[src/rtl/hs_merge2_pkg.sv]
package hs_merge2_pkg;

    localparam int unsigned NPORT = 2;

    typedef enum logic [1:0] {
        OWN_NONE = 2'd0,
        OWN_A    = 2'd1,
        OWN_B    = 2'd2
    } owner_e;

    typedef struct packed {
        owner_e             owner;
        logic               creq;
        logic [NPORT-1:0]   ack;
        logic               err;
    } merge_state_t;

endpackage

[src/rtl/hs_merge2_lane.sv]
module hs_merge2_lane (
    input  logic req,
    input  logic other_req,
    input  logic idle,
    input  logic owned,
    input  logic creq_q,
    input  logic ack_q,
    input  logic c_ack,
    output logic claim,
    output logic ack_d
);
    // A lane may claim the shared port only when the merge is idle and
    // its neighbour is quiet; a collision is left to the exclusion check.
    always_comb begin
        claim = idle && req && !other_req;
        if (!owned) begin
            ack_d = 1'b0;
        end else if (ack_q) begin
            ack_d = !((!creq_q) && (!c_ack));
        end else begin
            ack_d = creq_q && c_ack;
        end
    end
endmodule

[src/rtl/hs_merge2_excl.sv]
module hs_merge2_excl #(
    parameter int unsigned N = 2
) (
    input  logic [N-1:0] req,
    output logic         collide
);
    always_comb collide = ($countones(req) > 1);
endmodule

[src/rtl/hs_merge2.sv]
module hs_merge2
    import hs_merge2_pkg::*;
(
    input  logic clk,
    input  logic rst_n,
    input  logic a_req,
    output logic a_ack,
    input  logic b_req,
    output logic b_ack,
    output logic c_req,
    input  logic c_ack,
    output logic proto_err
);
    merge_state_t       st_d, st_q;
    logic [NPORT-1:0]   req_v;
    logic [NPORT-1:0]   claim_v;
    logic [NPORT-1:0]   ack_nx;
    logic [NPORT-1:0]   owned_v;
    logic               idle;
    logic               collide;
    logic               own_idx;

    assign req_v   = {b_req, a_req};
    assign idle    = (st_q.owner == OWN_NONE);
    assign own_idx = (st_q.owner == OWN_B);

    for (genvar i = 0; i < NPORT; i++) begin : g_lane
        assign owned_v[i] = (st_q.owner == ((i == 0) ? OWN_A : OWN_B));
        hs_merge2_lane u_lane (
            .req       (req_v[i]),
            .other_req (req_v[NPORT-1-i]),
            .idle      (idle),
            .owned     (owned_v[i]),
            .creq_q    (st_q.creq),
            .ack_q     (st_q.ack[i]),
            .c_ack     (c_ack),
            .claim     (claim_v[i]),
            .ack_d     (ack_nx[i])
        );
    end

    hs_merge2_excl #(.N(NPORT)) u_excl (
        .req     (req_v),
        .collide (collide)
    );

    always_comb begin
        st_d     = st_q;
        st_d.err = collide;
        st_d.ack = ack_nx;
        if (idle) begin
            if (claim_v[0]) begin
                st_d.owner = OWN_A;
                st_d.creq  = 1'b1;
            end else if (claim_v[1]) begin
                st_d.owner = OWN_B;
                st_d.creq  = 1'b1;
            end
        end else begin
            if (st_q.creq && st_q.ack[own_idx] && (req_v == '0)) begin
                st_d.creq = 1'b0;
            end
            if (st_q.ack[own_idx] && !ack_nx[own_idx]) begin
                st_d.owner = OWN_NONE;
            end
        end
    end

    always_ff @(posedge clk) begin
        if (!rst_n) begin
            st_q <= '{owner: OWN_NONE, creq: 1'b0, ack: '0, err: 1'b0};
        end else begin
            st_q <= st_d;
        end
    end

    assign c_req     = st_q.creq;
    assign a_ack     = st_q.ack[0];
    assign b_ack     = st_q.ack[1];
    assign proto_err = st_q.err;

    AST_ACKS_EXCLUSIVE: assert property (@(posedge clk) disable iff (!rst_n)
        !(a_ack && b_ack));
    AST_A_ACK_RISE_AFTER_C: assert property (@(posedge clk) disable iff (!rst_n)
        $rose(a_ack) |-> $past(c_ack));
    AST_B_ACK_RISE_AFTER_C: assert property (@(posedge clk) disable iff (!rst_n)
        $rose(b_ack) |-> $past(c_ack));
    AST_CREQ_FALL_QUIET: assert property (@(posedge clk) disable iff (!rst_n)
        $fell(c_req) |-> $past(!a_req && !b_req));
    AST_A_ACK_FALL_AFTER_C: assert property (@(posedge clk) disable iff (!rst_n)
        $fell(a_ack) |-> $past(!c_ack && !c_req));
    AST_B_ACK_FALL_AFTER_C: assert property (@(posedge clk) disable iff (!rst_n)
        $fell(b_ack) |-> $past(!c_ack && !c_req));
    AST_ERR_ON_COLLISION: assert property (@(posedge clk) disable iff (!rst_n)
        proto_err |-> $past(a_req && b_req));
    AST_CREQ_RISE_FROM_REQ: assert property (@(posedge clk) disable iff (!rst_n)
        $rose(c_req) |-> $past(a_req ^ b_req));
endmodule

[config.mk]
export PLATFORM = sky130hd
export DESIGN_NAME = hs_merge2
export DESIGN_NICKNAME = d
export VERILOG_FILES = /design/src/rtl/hs_merge2_pkg.sv /design/src/rtl/hs_merge2_lane.sv /design/src/rtl/hs_merge2_excl.sv /design/src/rtl/hs_merge2.sv
export SDC_FILE = /design/constraint.sdc
export NUM_CORES = 1
export LEC_CHECK = 0
export ABC_AREA = 1
export BUFFER_PORTS_ARGS = -buffer_cell sky130_fd_sc_hd__buf_2
export CAP_MARGIN = 25
export CORE_AREA = 5 5 42 44
export CTS_CLUSTER_DIAMETER = 60
export DETAILED_ROUTE_END_ITERATION = 8
export DIE_AREA = 0 0 47 49
export GPL_TIMING_DRIVEN = 1
export SYNTH_ARGS = -nofsm -noshare
export SYNTH_HDL_FRONTEND = slang
export SYNTH_HIERARCHICAL = 1
export SYNTH_SLANG_ARGS = --single-unit
[constraint.sdc]
create_clock -name clk -period 1.6 [get_ports clk]
set_input_delay 0.16 -clock clk [delete_from_list [all_inputs] [get_ports clk]]
set_output_delay 0.16 -clock clk [all_outputs]
set_load 0.02 [all_outputs]
* Word-level counts from Yosys, hierarchy flattened
Index checks and enable logic that the tools add are counted.
** Storage, ports and cells
- Input bits :: 5
- Logic and storage cells :: 44
- Bits in registers :: 6
** Operators by class
- Multiplexer cells :: 13
- Order comparisons :: 2
- Reductions and logical operators :: 21
- Equality and inequality tests :: 3
- $add $sub $neg :: 1
** Operators by type and width (count)
- 32-bit by 2-bit greater-than comparator with 1-bit output, second input constant :: 1
- 1-bit logical AND :: 9
- 1-bit 2-to-1 mux :: 9
- 3-bit 2-to-1 mux :: 3
- 1-bit logical NOT :: 6
- 2-bit logical NOT :: 2
- 2-bit AND reduction :: 2
- 2-bit nonzero test :: 2
- 3-bit by 2-bit inequality test with 1-bit output, second input constant :: 1
- 1-bit by 1-bit adder with 2-bit output :: 1
- 2-bit by 1-bit == test with 1-bit output, second input constant :: 1
- 2-bit == test, second input constant :: 1
- 1-bit by 2-bit < comparator with 1-bit output, second input constant :: 1
- 2-bit 2-to-1 mux :: 1

* Longest topological paths before layout
Gate-level depths: netlist (run 1).
- Depth in word-level cells :: 11
- Depth in mapped cells :: 11

* Modules after synthesis
The synthesis (run 1) kept the hierarchy.
** Modules (own cells, without submodules)
- hs_merge2 :: seq. area each 120.1 um^2, times used 1, cells an instance 39, area an instance 262.8 um^2
- hs_merge2_lane :: seq. area each 0.0 um^2, times used 2, cells an instance 5, area an instance 21.3 um^2
- hs_merge2_excl :: seq. area each 0.0 um^2, times used 1, cells an instance 2, area an instance 7.5 um^2

* Least setup slack after synthesis (run 1)
Ideal clock, no wire load.
- Path kind :: register -> register
- Start point :: register st_q, in the netlist c_req
- End point :: register st_q[5] in the netlist's numbering
- Arrival time :: 1078 ps
- Data required time :: 1530 ps
- Setup time :: 70 ps
- Clock period less this slack :: 1147 ps
- Setup slack :: 453 ps
- Stages on the path, launching flop included :: 9
- Path through :: dfxtp_1 a21oi_1 nor2_1 inv_1 nand3_1 nand2_1 nand2_1 nand2_1 a21oi_1
** On the way
- Cells in the longest elaborated chain, start to end :: 11
- Elaborated cells on any way between the ends :: 14
- Those cells by class :: 6 x mux; 8 x reduce/logical
** Ends and longest elaborated chain
- from (decl) :: line hs_merge2.sv:14 : merge_state_t st_d, st_q;
- from (signal assigned) :: line hs_merge2.sv:71 : st_q <= '{owner: OWN_NONE, creq: 1'b0, ack: '0, err: 1'b0};
- from (signal assigned) :: line hs_merge2.sv:73 : st_q <= st_d;
- 1-bit logical NOT :: line hs_merge2_lane.sv:19 : ack_d = !((!creq_q) && (!c_ack));
- 1-bit logical AND :: line hs_merge2_lane.sv:19
- 1-bit logical NOT :: line hs_merge2_lane.sv:19
- 1-bit 2-to-1 mux (*) :: line hs_merge2_lane.sv:18 : end else if (ack_q) begin
- 1-bit 2-to-1 mux (*) :: line hs_merge2_lane.sv:16 : if (!owned) begin
- via ack_nx[1] :: line hs_merge2.sv:17 : logic [NPORT-1:0] ack_nx;
- 1-bit 2-to-1 mux (implied by the code) (*) (2 in a row) :: line hs_merge2.sv:63 : if (st_q.ack[own_idx] && !ack_nx[own_idx]) begin
- 1-bit logical NOT (*) :: line hs_merge2.sv:63
- 1-bit logical AND (*) :: line hs_merge2.sv:63
- 2-bit nonzero test (no line) (*)
- 2-bit AND reduction (no line) (*)
Mark *: on every way through the listed nets, which the timed path passes. The rest lies on a longest branch. The select of a mux whose other input is x is not followed.
A chain may end at the register's enable or synchronous reset.

* Worst setup path after layout (run 1)
- Start point :: register st_q[5] in the netlist's numbering
- End point :: register st_q[5] in the netlist's numbering
** On the way
- Cells in the longest elaborated chain, start to end :: 8
- Elaborated cells on any way between the ends :: 20
- Those cells by class :: 3 x eq/ne; 8 x mux; 9 x reduce/logical
** Ends and longest elaborated chain
- 2-bit == test :: line hs_merge2.sv:25 : assign own_idx = (st_q.owner == OWN_B);
- via own_idx :: line hs_merge2.sv:21 : logic own_idx;
- 1-bit 2-to-1 mux :: line hs_merge2_lane.sv:16
- via ack_nx[1] :: line hs_merge2.sv:17
- 1-bit 2-to-1 mux (implied by the code) (2 in a row) :: line hs_merge2.sv:63
- 1-bit logical NOT :: line hs_merge2.sv:63
- 1-bit logical AND :: line hs_merge2.sv:63
- 2-bit nonzero test (no line)
- 2-bit AND reduction (no line)
The timed path passes the listed nets, and every way through them passes these cells. The select of a mux whose other input is x is not followed.

==> key figures, run 1 <==
CTS
  – H-Tree Level Count: 1
  – # hold bufs at CTS: 0
  – Clock-pin slew on the worst setup and hold paths: 50 ps
  – Buffers inserted by post-CTS timing repair: 0
  – Clock sink count: 6
  – Clock tree from TritonCTS: yes
  – Clock Tree Buf Depth: 2
  – Worst-skew pair later-pin latency: about 240 ps
  – CTS root buf: sky130_fd_sc_hd__clkbuf_4
  – Number of buffers inserted during clock tree synthesis: 3
  – Resized cells post-CTS: 0

Setup path
  – Worst Setup End Kind: register
  – CP arrival: 1430 ps
  – CP peak stage delay: 430 ps
  – CP Cell Sequence: nand2_2 > inv_1 > o21ai_1 > nor2_1 > inv_1 > nand3_1 > nand2_1 > nand2_1 > nand2_1 > a21oi_1
  – Crit path top cell by count: sky130_fd_sc_hd__nand2_1
  – Critical path class: reg2reg
  – Required time worst endpoint: about 1800 ps
  – Crit-path slowest cell: sky130_fd_sc_hd__dfxtp_1
  – Max FO, Critical Path: 6
  – Launching element type of the critical path: register

Power
  – Internal power component: between 200 and 300 uW
  – Clk network pwr share: 36.7%
  – Leak pwr: roughly 0.00022 uW
  – Part of the total power dissipated in sequential elements: between 40 and 50%
  – Ratio of total power to cell area: between 900 and 1000 nW/um^2
  – Worst ir drop on vdd: approximately 0.36 mV
  – Part of the power in combinational logic: 17.1%
  – Net switching power: 102 uW
  – Net switching share of the total power: 27.6%

Synthesis
  – Number of synthesized register bits: 6
  – Basic-gate share of the synthesized area counting and, or, nand and nor cells: a little under two fifths
  – Total of warnings raised by yosys: 6
  – Main combinational cell family by area after synthesis: simple AND/OR/NAND/NOR gates
  – Adder and majority gate portion of the synthesized area: 0%
  – Complex-gate fraction of the synthesized area: ~13%
  – Post-Synthesis Net Count: 56
  – Unique masters post-synth: 13
  – Multiplexer share of the synthesized area: 0%
  – Synth Area per Inst: slightly above 6 um^2
  – Instance count of the mapped netlist: just over 50
  – Area share of xor/xnor cells in the synthesized design: 0%
  – Seq/Total Area, Yosys: a little under two fifths
  – Post-synthesis instance area: 313 um^2

Placed design
  – Detailed placer's ending HPWL: 526 um
  – Count of input and output buffers: 8
  – Placed instance count: 75
  – Final weighted congestion in routability-driven placement: 0.719

Cells and area
  – Nets: 69
  – Top library cells by usage in the layout, fill and taps aside: sky130_fd_sc_hd__nand2_1 (16), sky130_fd_sc_hd__inv_1 (8), sky130_fd_sc_hd__buf_2 (8)
  – Count of antenna diodes in the layout: 0
  – Final Non-Filler Cells: 78
  – Layout cells sized above 1: between 20 and 25%
  – Count of fill cells added during filler insertion: ~170
  – Layout overhead on the synthesized area: 26.4%
  – Most common cell after layout, fill and taps aside: sky130_fd_sc_hd__nand2_1

Floorplan
  – Placeable core area: 1400 um^2
  – Area of the die: about 2300 um^2
  – Std cell rows: 14
  – Die outline height: between 40 and 50 um
  – Starting Density: approximately 22%
  – Number of top-level pins: 9
  – Die X-Extent: between 40 and 50 um

Global routing
  – First-pass GRT wire length: approximately 1.2 mm
  – Overall fraction of global-route tracks in use: under 10%
  – Overflow left after global routing: 0
  – Maximum number of pins on one net before global-route repair: 7
  – Vias in the first global route: roughly 300
  – Initial antenna violation count: 0

Timing
  – Hold violation count in the final report: 0
  – Setup total negative slack: 0 ps
  – Final period util: ~79%
  – Rel. slew slack: 85.8%
  – Setup repair after global routing missed its margin: false
  – Worst Hold Slack: between 150 and 200 ps
  – Maximum clock frequency: roughly 0.8 GHz
  – Post-layout minimum cycle time: roughly 1300 ps
  – Setup violations, final: 0
  – Least-Margin Pin Slew: 213 ps
  – Final-report max-slew violation count: 0
  – Clock skew: between 4 and 5 ps

Drt
  – Average wire per standard cell: 8.28 um
  – Via count: 322
  – Number of search-and-repair iterations in the first detailed-routing pass: 4
  – Routed vias/inst: between 4 and 5
  – Initial DRC count: 7
  – Wire length after detailed routing: 646 um
  – Number of antenna-violating nets in the routed design: 0
  – DRC violation count after routing: 0

Status
  – Outcome: finished, final reports clean

Worst hold path
  – Worst Hold Class: in2reg

Run
  – Max Cap Viol: 0
per-layer routing:
metal / global-route usage [%] / up-vias / part of all wire (%)
li1: - / 180 / -
met1: 9.91 / 126 / 46
met2: 8.14 / 14 / 39
met3: 3.69 / 2 / 13
met4: 4.15 / 0 / 1.2
met5: 0 / - / 0
sequential cells by signal (all words and copies together), names as in the netlist:
name and flops:
proto_err 1, b_ack 1, c_req 1, a_ack 1
st_q 2
path summary, 6_finish.rpt:
kind | start | to | slack [ps] | cells after the start
hold reg to reg | st_q[4] | st_q[4] | 500 | 2
hold / removal | rst_n | proto_err | 150 | 3
setup / recovery | st_q[5] | st_q[5] | 340 | 10
setup reg to reg | st_q[5] | st_q[5] | 340 | 10
worst max-delay path: cells and delay by family (launching register included):
kind	cells	cell delay [ps]
simple gates	6	480
flops	1	430
compound gates	2	170
buf+inv	2	120
cell type report:
| class | instances | area (um^2) | share of cell area [%] |
|---|---|---|---|
| Sequential cell | 6 | 120 | 30.4 |
| Timing Repair Buffer | 8 | 40.0 | 10.1 |
| Inverter | 9 | 33.8 | 8.54 |
| Multi-Input combinational cell | 36 | 159 | 40.2 |
| Clock buffer | 3 | 22.5 | 5.70 |
| Tap cell | 16 | 20.0 | 5.06 |
cells in the mapped netlist (all sizes together):
master,n,area [um^2]
nand2,17,66.3
inv,9,33.8
nor2,7,28.8
dfxtp,6,120
a21oi,5,25.0
o21ai,3,15.0
nand3,2,10.0
nand3b,1,7.51
or2,1,6.26
cells by family after synthesis:
| group | count (synthesis) |
|---|---|
| AO/OA/AOI/OAI | 8 |
| flip-flops | 6 |
| AND/OR/NAND/NOR | 28 |
| buffers and inverters | 9 |
stage by stage:
step | cell area, um^2 | worst slack [ps] | utilization, % | power, uW
3_3_place_gp | 373 | 396 | 26.6 | 236
3_5_place_dp | 373 | 357 | 26.6 | 238
4_1_cts | 395 | 340 | 28.2 | 381
6_report | 395 | 341 | 28.2 | 372
5_1_grt | 395 | 140 | 28.2 | 402
2_1_floorplan | 313 | 453 | - | 217
power groups by stage:
stage               Clock (uW)  Sequential (uW)  Combinational [uW]
floorplan                    0              179                38.9
CTS                        145              172                63.7
global placement             0              174                62.5
global route               152              174                75.5
finish                     136              172                63.7
detailed placement           0              175                63.3
Power figures use the tool's default switching activity.
==> inputs of run 2 (changes only) <==
ABC_AREA = 0   (was 1)
clock period = 1 ns   (was 1.6 ns; I/O delays follow)
==> run 2 against run 1 <==
- the flow now finishes with violations (setup timing)
- sequential share of layout area shrank 2.9 points
- maximum frequency grew 14%
- worst setup slack got worse by 440 ps
==> key figures, run 2 <==
Run
  – Max Cap Viol: 0

Power
  – Internal power component: between 400 and 500 uW
  – Net switching share of the total power: 27.5%
  – Worst ir drop on vdd: 0.538 mV
  – Post-layout power: 680 uW
  – Net switching power: ~190 uW
  – Clk network pwr share: 32.7%
  – Part of the power in combinational logic: between 20 and 30%
  – Leak pwr: 0.000203 uW
  – Part of the total power dissipated in sequential elements: between 40% and 50%
  – Ratio of total power to cell area: 1390 nW/um^2

Synthesis
  – Most used flip-flop cell after synthesis: sky130_fd_sc_hd__dfxtp_1
  – Post-Synthesis Net Count: a little over 40
  – Instance count of the mapped netlist: 36
  – Unique masters post-synth: 19
  – Fraction of post-synthesis cell area in the top cell type by area: 39.3%
  – Number of synthesized flops with an enable pin: 0
  – Synth top area cells: sky130_fd_sc_hd__dfxtp_1 (39%), sky130_fd_sc_hd__and2_1 (8.2%), sky130_fd_sc_hd__nand2_1 (7.4%)
  – Total of warnings raised by yosys: 6
  – Commonest cells in the netlist: sky130_fd_sc_hd__dfxtp_1 (6), sky130_fd_sc_hd__nand2_1 (6), sky130_fd_sc_hd__and2_1 (4)
  – Ys async rst share: 0%
  – Post-synthesis instance area: 305 um^2
  – Seq/Total Area, Yosys: 39.3%
  – Cell type with the highest aggregate area in the netlist: sky130_fd_sc_hd__dfxtp_1
  – Synth Area per Inst: approximately 8.5 um^2
  – Number of synthesized register bits: 6

Global routing
  – Overflow left after global routing: 0
  – Vias in the first global route: 319
  – Maximum number of pins on one net before global-route repair: 9
  – First-pass GRT wire length: 1.21 mm
  – Initial antenna violation count: 0
  – Overall fraction of global-route tracks in use: 7.59%

Cells and area
  – Layout cells sized above 1: roughly 65%
  – Multi-input gate area in the final layout: approximately 220 um^2
  – Top library cells by usage in the layout, fill and taps aside: sky130_fd_sc_hd__buf_2 (7), sky130_fd_sc_hd__buf_4 (5), sky130_fd_sc_hd__and2_1 (4), sky130_fd_sc_hd__nand2_1 (4)
  – Register containing the most flip-flops in the final layout: st_q
  – Count of antenna diodes in the layout: 0
  – Flip-flop count of the largest register after layout: 2
  – Nets: 59
  – Layout overhead on the synthesized area: 59.8%
  – Count of fill cells added during filler insertion: approximately 160
  – Sequential cell area: roughly 130 um^2
  – Most common cell after layout, fill and taps aside: sky130_fd_sc_hd__buf_2

CTS
  – CTS root buf: sky130_fd_sc_hd__clkbuf_4
  – Clock tree from TritonCTS: yes
  – Worst-skew pair later-pin latency: about 240 ps
  – H-Tree Level Count: 1
  – Clock-pin slew on the worst setup and hold paths: 50 ps
  – Buffers inserted by post-CTS timing repair: 0
  – Number of buffers inserted during clock tree synthesis: 3
  – Clock sink count: 6
  – Clock Tree Buf Depth: 2

Setup path
  – CP peak stage delay: ~360 ps
  – CP Cell Sequence: nor2b_4 > a21boi_2 > and3b_1 > o31ai_2
  – Crit-path slowest cell: sky130_fd_sc_hd__dfxtp_4
  – Crit path buffers/inverters: 0
  – Kind of cell adding the most delay to the critical path: flip-flops
  – CP arrival: ~1300 ps
  – Worst Setup End Kind: register
  – Required time worst endpoint: 1160 ps
  – Launching element type of the critical path: register
  – Critical path class: reg2reg
  – Max FO, Critical Path: 4

Timing
  – Least-Margin Pin Slew: 243 ps
  – Setup violations, final: 3
  – Clock skew: 8.03 ps
  – Worst Hold Slack: roughly 170 ps
  – Final period util: 110%
  – Rel. slew slack: a little over four fifths
  – Post-layout minimum cycle time: ~1100 ps
  – Final-report max-slew violation count: 0
  – Hold violation count in the final report: 0
  – Worst-case setup margin in the final layout: -101 ps
  – Setup repair after global routing missed its margin: true
  – Maximum clock frequency: about 0.91 GHz

Floorplan
  – Placeable core area: roughly 1400 um^2
  – Std cell rows: 14
  – Die X-Extent: 47 um
  – Starting Density: ~22%
  – Number of top-level pins: 9
  – Area of the die: 2300 um^2
  – Die outline height: about 49 um

Status
  – Outcome: complete, but fails checks
  – Violations in the final reports: setup timing

Drt
  – Number of search-and-repair iterations in the first detailed-routing pass: 3
  – Via count: 302
  – Average wire per standard cell: around 10 um
  – Initial DRC count: 3
  – Number of antenna-violating nets in the routed design: 0
  – Wire length after detailed routing: about 710 um
  – Routed vias/inst: 4.44
  – DRC violation count after routing: 0

Worst hold path
  – Worst Hold Class: in2reg

Placed design
  – Detailed placer's ending HPWL: 607 um
  – Count of input and output buffers: 8
  – Pre-CTS setup slack: -101 ps
  – Final weighted congestion in routability-driven placement: between 0.6 and 0.7
==> run 2: path summary, 6_finish.rpt <==
kind,startpoint,end,slack (ps),depth (start not counted)
worst min-delay path,rst_n,c_req,170,2
worst max-delay path,st_q[5],st_q[5],-100,4
worst max register to register,st_q[5],st_q[5],-100,4
worst min register to register,st_q[5],st_q[5],520,2
==> run 2: repair_timing <==
item	CTS	global route
gates resized for setup	1	7
setup endpoints to repair	3	4
hold buffers	0	0
gates cloned	0	0
pin swaps	2	0
==> run 2: final cells by class <==
type	count	share of cell area [%]
clock buffer	3	4.62
multi-input combinational	29	45.9
sequential	6	27.4
timing repair buffer	13	17.2
tap	16	4.10
inverter	1	0.769
==> run 2: power by group through the flow <==
stage,Sequential [uW],Combinational (uW),Clock (uW)
after global routing,292,188,261
after detailed placement,288,152,0
after CTS,284,154,241
after floorplan,297,78.5,0
final,286,171,222
after global placement,287,148,0
==> run 2: kinds of logic (layout without fill, tap and decap cells) <==
family | after synthesis | in the layout | synth area share [%]
simple gates | 20 | 20 | 36.1
compound gates | 9 | 9 | 23.4
flops | 6 | 6 | 39.3
buf+inv | 1 | 17 | 1.23
==> run 2: through the flow <==
| stage | TNS (ps) | area, um^2 | utilization (%) | cells |
|---|---|---|---|---|
| final | -256 | 488 | 34.8 | 68 |
| after global routing | -430 | 488 | 34.8 | 68 |
| after CTS | -281 | 467 | 33.3 | 68 |
| after detailed placement | -268 | 442 | 31.5 | 65 |
| after global placement | -215 | 442 | 31.5 | 65 |
| after floorplan | -100 | 344 | - | 36 |
==> run 2: routing by layer <==
| layer | share of wire (%) | vias up | GRT usage, % | routed length, um |
|---|---|---|---|---|
| li1 | - | 160 | - | - |
| met1 | 44 | 137 | 7.88 | 310 |
| met2 | 50 | 5 | 11.5 | 356 |
| met3 | 6.2 | 0 | 4.43 | 44 |
| met4 | 0 | 0 | 4.15 | 0 |
| met5 | 0 | - | 0 | 0 |
==> inputs of run 3 (changes only) <==
BUFFER_PORTS_ARGS = -buffer_cell sky130_fd_sc_hd__buf_4   (was -buffer_cell sky130_fd_sc_hd__buf_2)
==> run 3 against run 2 <==
- utilization up 1.2 points
- die area is the same
- worst setup slack got worse by 1.3 ps
- critical path depth did not move
- count of clock-buffer cells in the layout is the same
- hold slack got worse by 32 ps
- flip-flop and latch count unchanged
- non-clock buffer count up 1
- combinational power increased by 4%
- register-to-register slack barely moved
- largest power group unchanged
- routed wire length increased by 4.5%
- the run still ends with setup timing left
- sequential power is essentially flat
- critical endpoint unchanged
- highest routed layer unchanged
==> key figures, run 3 (synthesized netlist as in run 2, its figures left out) <==
Power
  – Ratio of total power to cell area: ~1400 nW/um^2
  – Net switching share of the total power: 26.8%
  – Part of the total power dissipated in sequential elements: 41.9%
  – Clk network pwr share: 32.2%
  – Worst ir drop on vdd: roughly 0.4 mV
  – Part of the power in combinational logic: ~26%
  – Internal power component: approximately 500 uW
  – Net switching power: about 180 uW
  – Leak pwr: 0.000211 uW

Setup path
  – Crit-path slowest cell: sky130_fd_sc_hd__dfxtp_4
  – Launching element type of the critical path: register
  – CP peak stage delay: approximately 370 ps
  – Max FO, Critical Path: 4
  – Required time worst endpoint: between 1000 and 1500 ps
  – Crit path buffers/inverters: 0
  – Kind of cell adding the most delay to the critical path: flip-flops
  – CP arrival: about 1300 ps
  – Worst Setup End Kind: register
  – Critical path class: reg2reg
  – CP Cell Sequence: nor2b_4 > a21boi_2 > and3b_1 > o31ai_2

CTS
  – H-Tree Level Count: 1
  – Clock Tree Buf Depth: 2
  – Clock tree from TritonCTS: yes
  – Worst-skew pair later-pin latency: around 240 ps
  – Clock sink count: 6
  – CTS root buf: sky130_fd_sc_hd__clkbuf_4
  – Clock-pin slew on the worst setup and hold paths: roughly 50 ps
  – Number of buffers inserted during clock tree synthesis: 3

Floorplan
  – Die X-Extent: ~47 um
  – Placeable core area: roughly 1400 um^2
  – Die outline height: slightly below 50 um
  – Starting Density: 21.8%
  – Area of the die: around 2300 um^2
  – Number of top-level pins: 9
  – Std cell rows: 14

Global routing
  – Maximum number of pins on one net before global-route repair: 9
  – Overall fraction of global-route tracks in use: under 10%
  – First-pass GRT wire length: between 1 and 1.5 mm
  – Overflow left after global routing: 0
  – Vias in the first global route: 324
  – Initial antenna violation count: 0

Cells and area
  – Flip-flop count of the largest register after layout: 2
  – Register containing the most flip-flops in the final layout: st_q
  – Count of antenna diodes in the layout: 0
  – Final cell area excluding filler cells: between 500 and 600 um^2
  – Sequential cell area: between 100 and 150 um^2
  – Most common cell after layout, fill and taps aside: sky130_fd_sc_hd__buf_4
  – Multi-input gate area in the final layout: around 220 um^2
  – Layout cells sized above 1: 60.4%
  – Count of fill cells added during filler insertion: between 100 and 150
  – Layout overhead on the synthesized area: 65.6%
  – Nets: 60
  – Top library cells by usage in the layout, fill and taps aside: sky130_fd_sc_hd__buf_4 (13), sky130_fd_sc_hd__nand2_1 (6), sky130_fd_sc_hd__and2_1 (4)

Timing
  – Rel. slew slack: a little over four fifths
  – Final-report max-slew violation count: 0
  – Final period util: 110%
  – Setup violations, final: 3
  – Setup repair after global routing missed its margin: true
  – Maximum clock frequency: slightly above 0.9 GHz
  – Clock skew: a little under 7 ps
  – Worst Hold Slack: roughly 140 ps
  – Worst-case setup margin in the final layout: -103 ps
  – Least-Margin Pin Slew: around 240 ps
  – Post-layout minimum cycle time: ~1100 ps
  – Hold violation count in the final report: 0

Status
  – Outcome: complete, but fails checks
  – Violations in the final reports: setup timing

Worst hold path
  – Worst Hold Class: in2reg

Placed design
  – Area post-placement: roughly 460 um^2
  – Final weighted congestion in routability-driven placement: 0.699
  – Count of input and output buffers: 8
  – Detailed placer's ending HPWL: 566 um

Run
  – Max Cap Viol: 0

Drt
  – Wire length after detailed routing: around 740 um
  – Number of antenna-violating nets in the routed design: 0
  – Average wire per standard cell: 10.8 um
  – Routed vias/inst: roughly 4.5
  – Number of search-and-repair iterations in the first detailed-routing pass: 4
  – Via count: roughly 310
  – DRC violation count after routing: 0
  – Initial DRC count: 2
-- run 3: stage by stage --
| step | setup TNS, ps | power [uW] | utilization [%] | instances | setup slack, ps |
|---|---|---|---|---|---|
| after global placement | -213 | 446 | 32.9 | 65 | -89.2 |
| after global routing | -383 | 735 | 36.1 | 69 | -146 |
| after floorplan | -100 | 375 | - | 36 | -56.7 |
| after CTS | -254 | 691 | 35.3 | 69 | -101 |
| after detailed placement | -263 | 448 | 32.9 | 65 | -122 |
| final | -259 | 685 | 36.1 | 69 | -103 |
-- run 3: final timing paths --
path	startpoint	end	slack, ps	cells past startpoint
worst min-delay path	rst_n	b_ack	140	2
worst max register to register	st_q[5]	st_q[5]	-100	4
worst max-delay path	st_q[5]	st_q[5]	-100	4
worst min register to register	st_q[5]	st_q[5]	530	2
-- run 3: repair_timing --
| action | CTS | global route |
|---|---|---|
| resized for setup | 1 | 3 |
| setup endpoints to repair | 3 | 4 |
| hold buffers | 0 | 0 |
| pin swaps | 2 | 2 |
| setup buffers | 1 | 0 |
-- run 3: power by group through the flow --
stage               sequential (uW)  combinational (uW)  clock, uW
detailed placement              289                 159          0
CTS                             283                 170        238
finish                          287                 177        221
global route                    290                 192        253
global placement                288                 158          0
floorplan                       297                78.5          0
-- run 3: metal layers --
metal	share of wire [%]	track usage, %	wire length, um
met1	44	7.22	328
met2	48	11.5	360
met3	7.3	3.32	54
met4	0	5.53	0
met5	0	0	0
-- run 3: cell type report --
class	instances	share of cell area, %
multi-input combinational	29	42.8
sequential	6	26.5
timing repair buffer	14	21.5
clock buffer	3	4.46
tap	16	3.96
inverter	1	0.743
-- run 3: worst register-to-register path, stage by stage, from the launching register on --
cell and delay, ps:
sky130_fd_sc_hd__dfxtp_4 370, sky130_fd_sc_hd__nor2b_4 140, sky130_fd_sc_hd__a21boi_2 160, sky130_fd_sc_hd__and3b_1 200
sky130_fd_sc_hd__o31ai_2 160
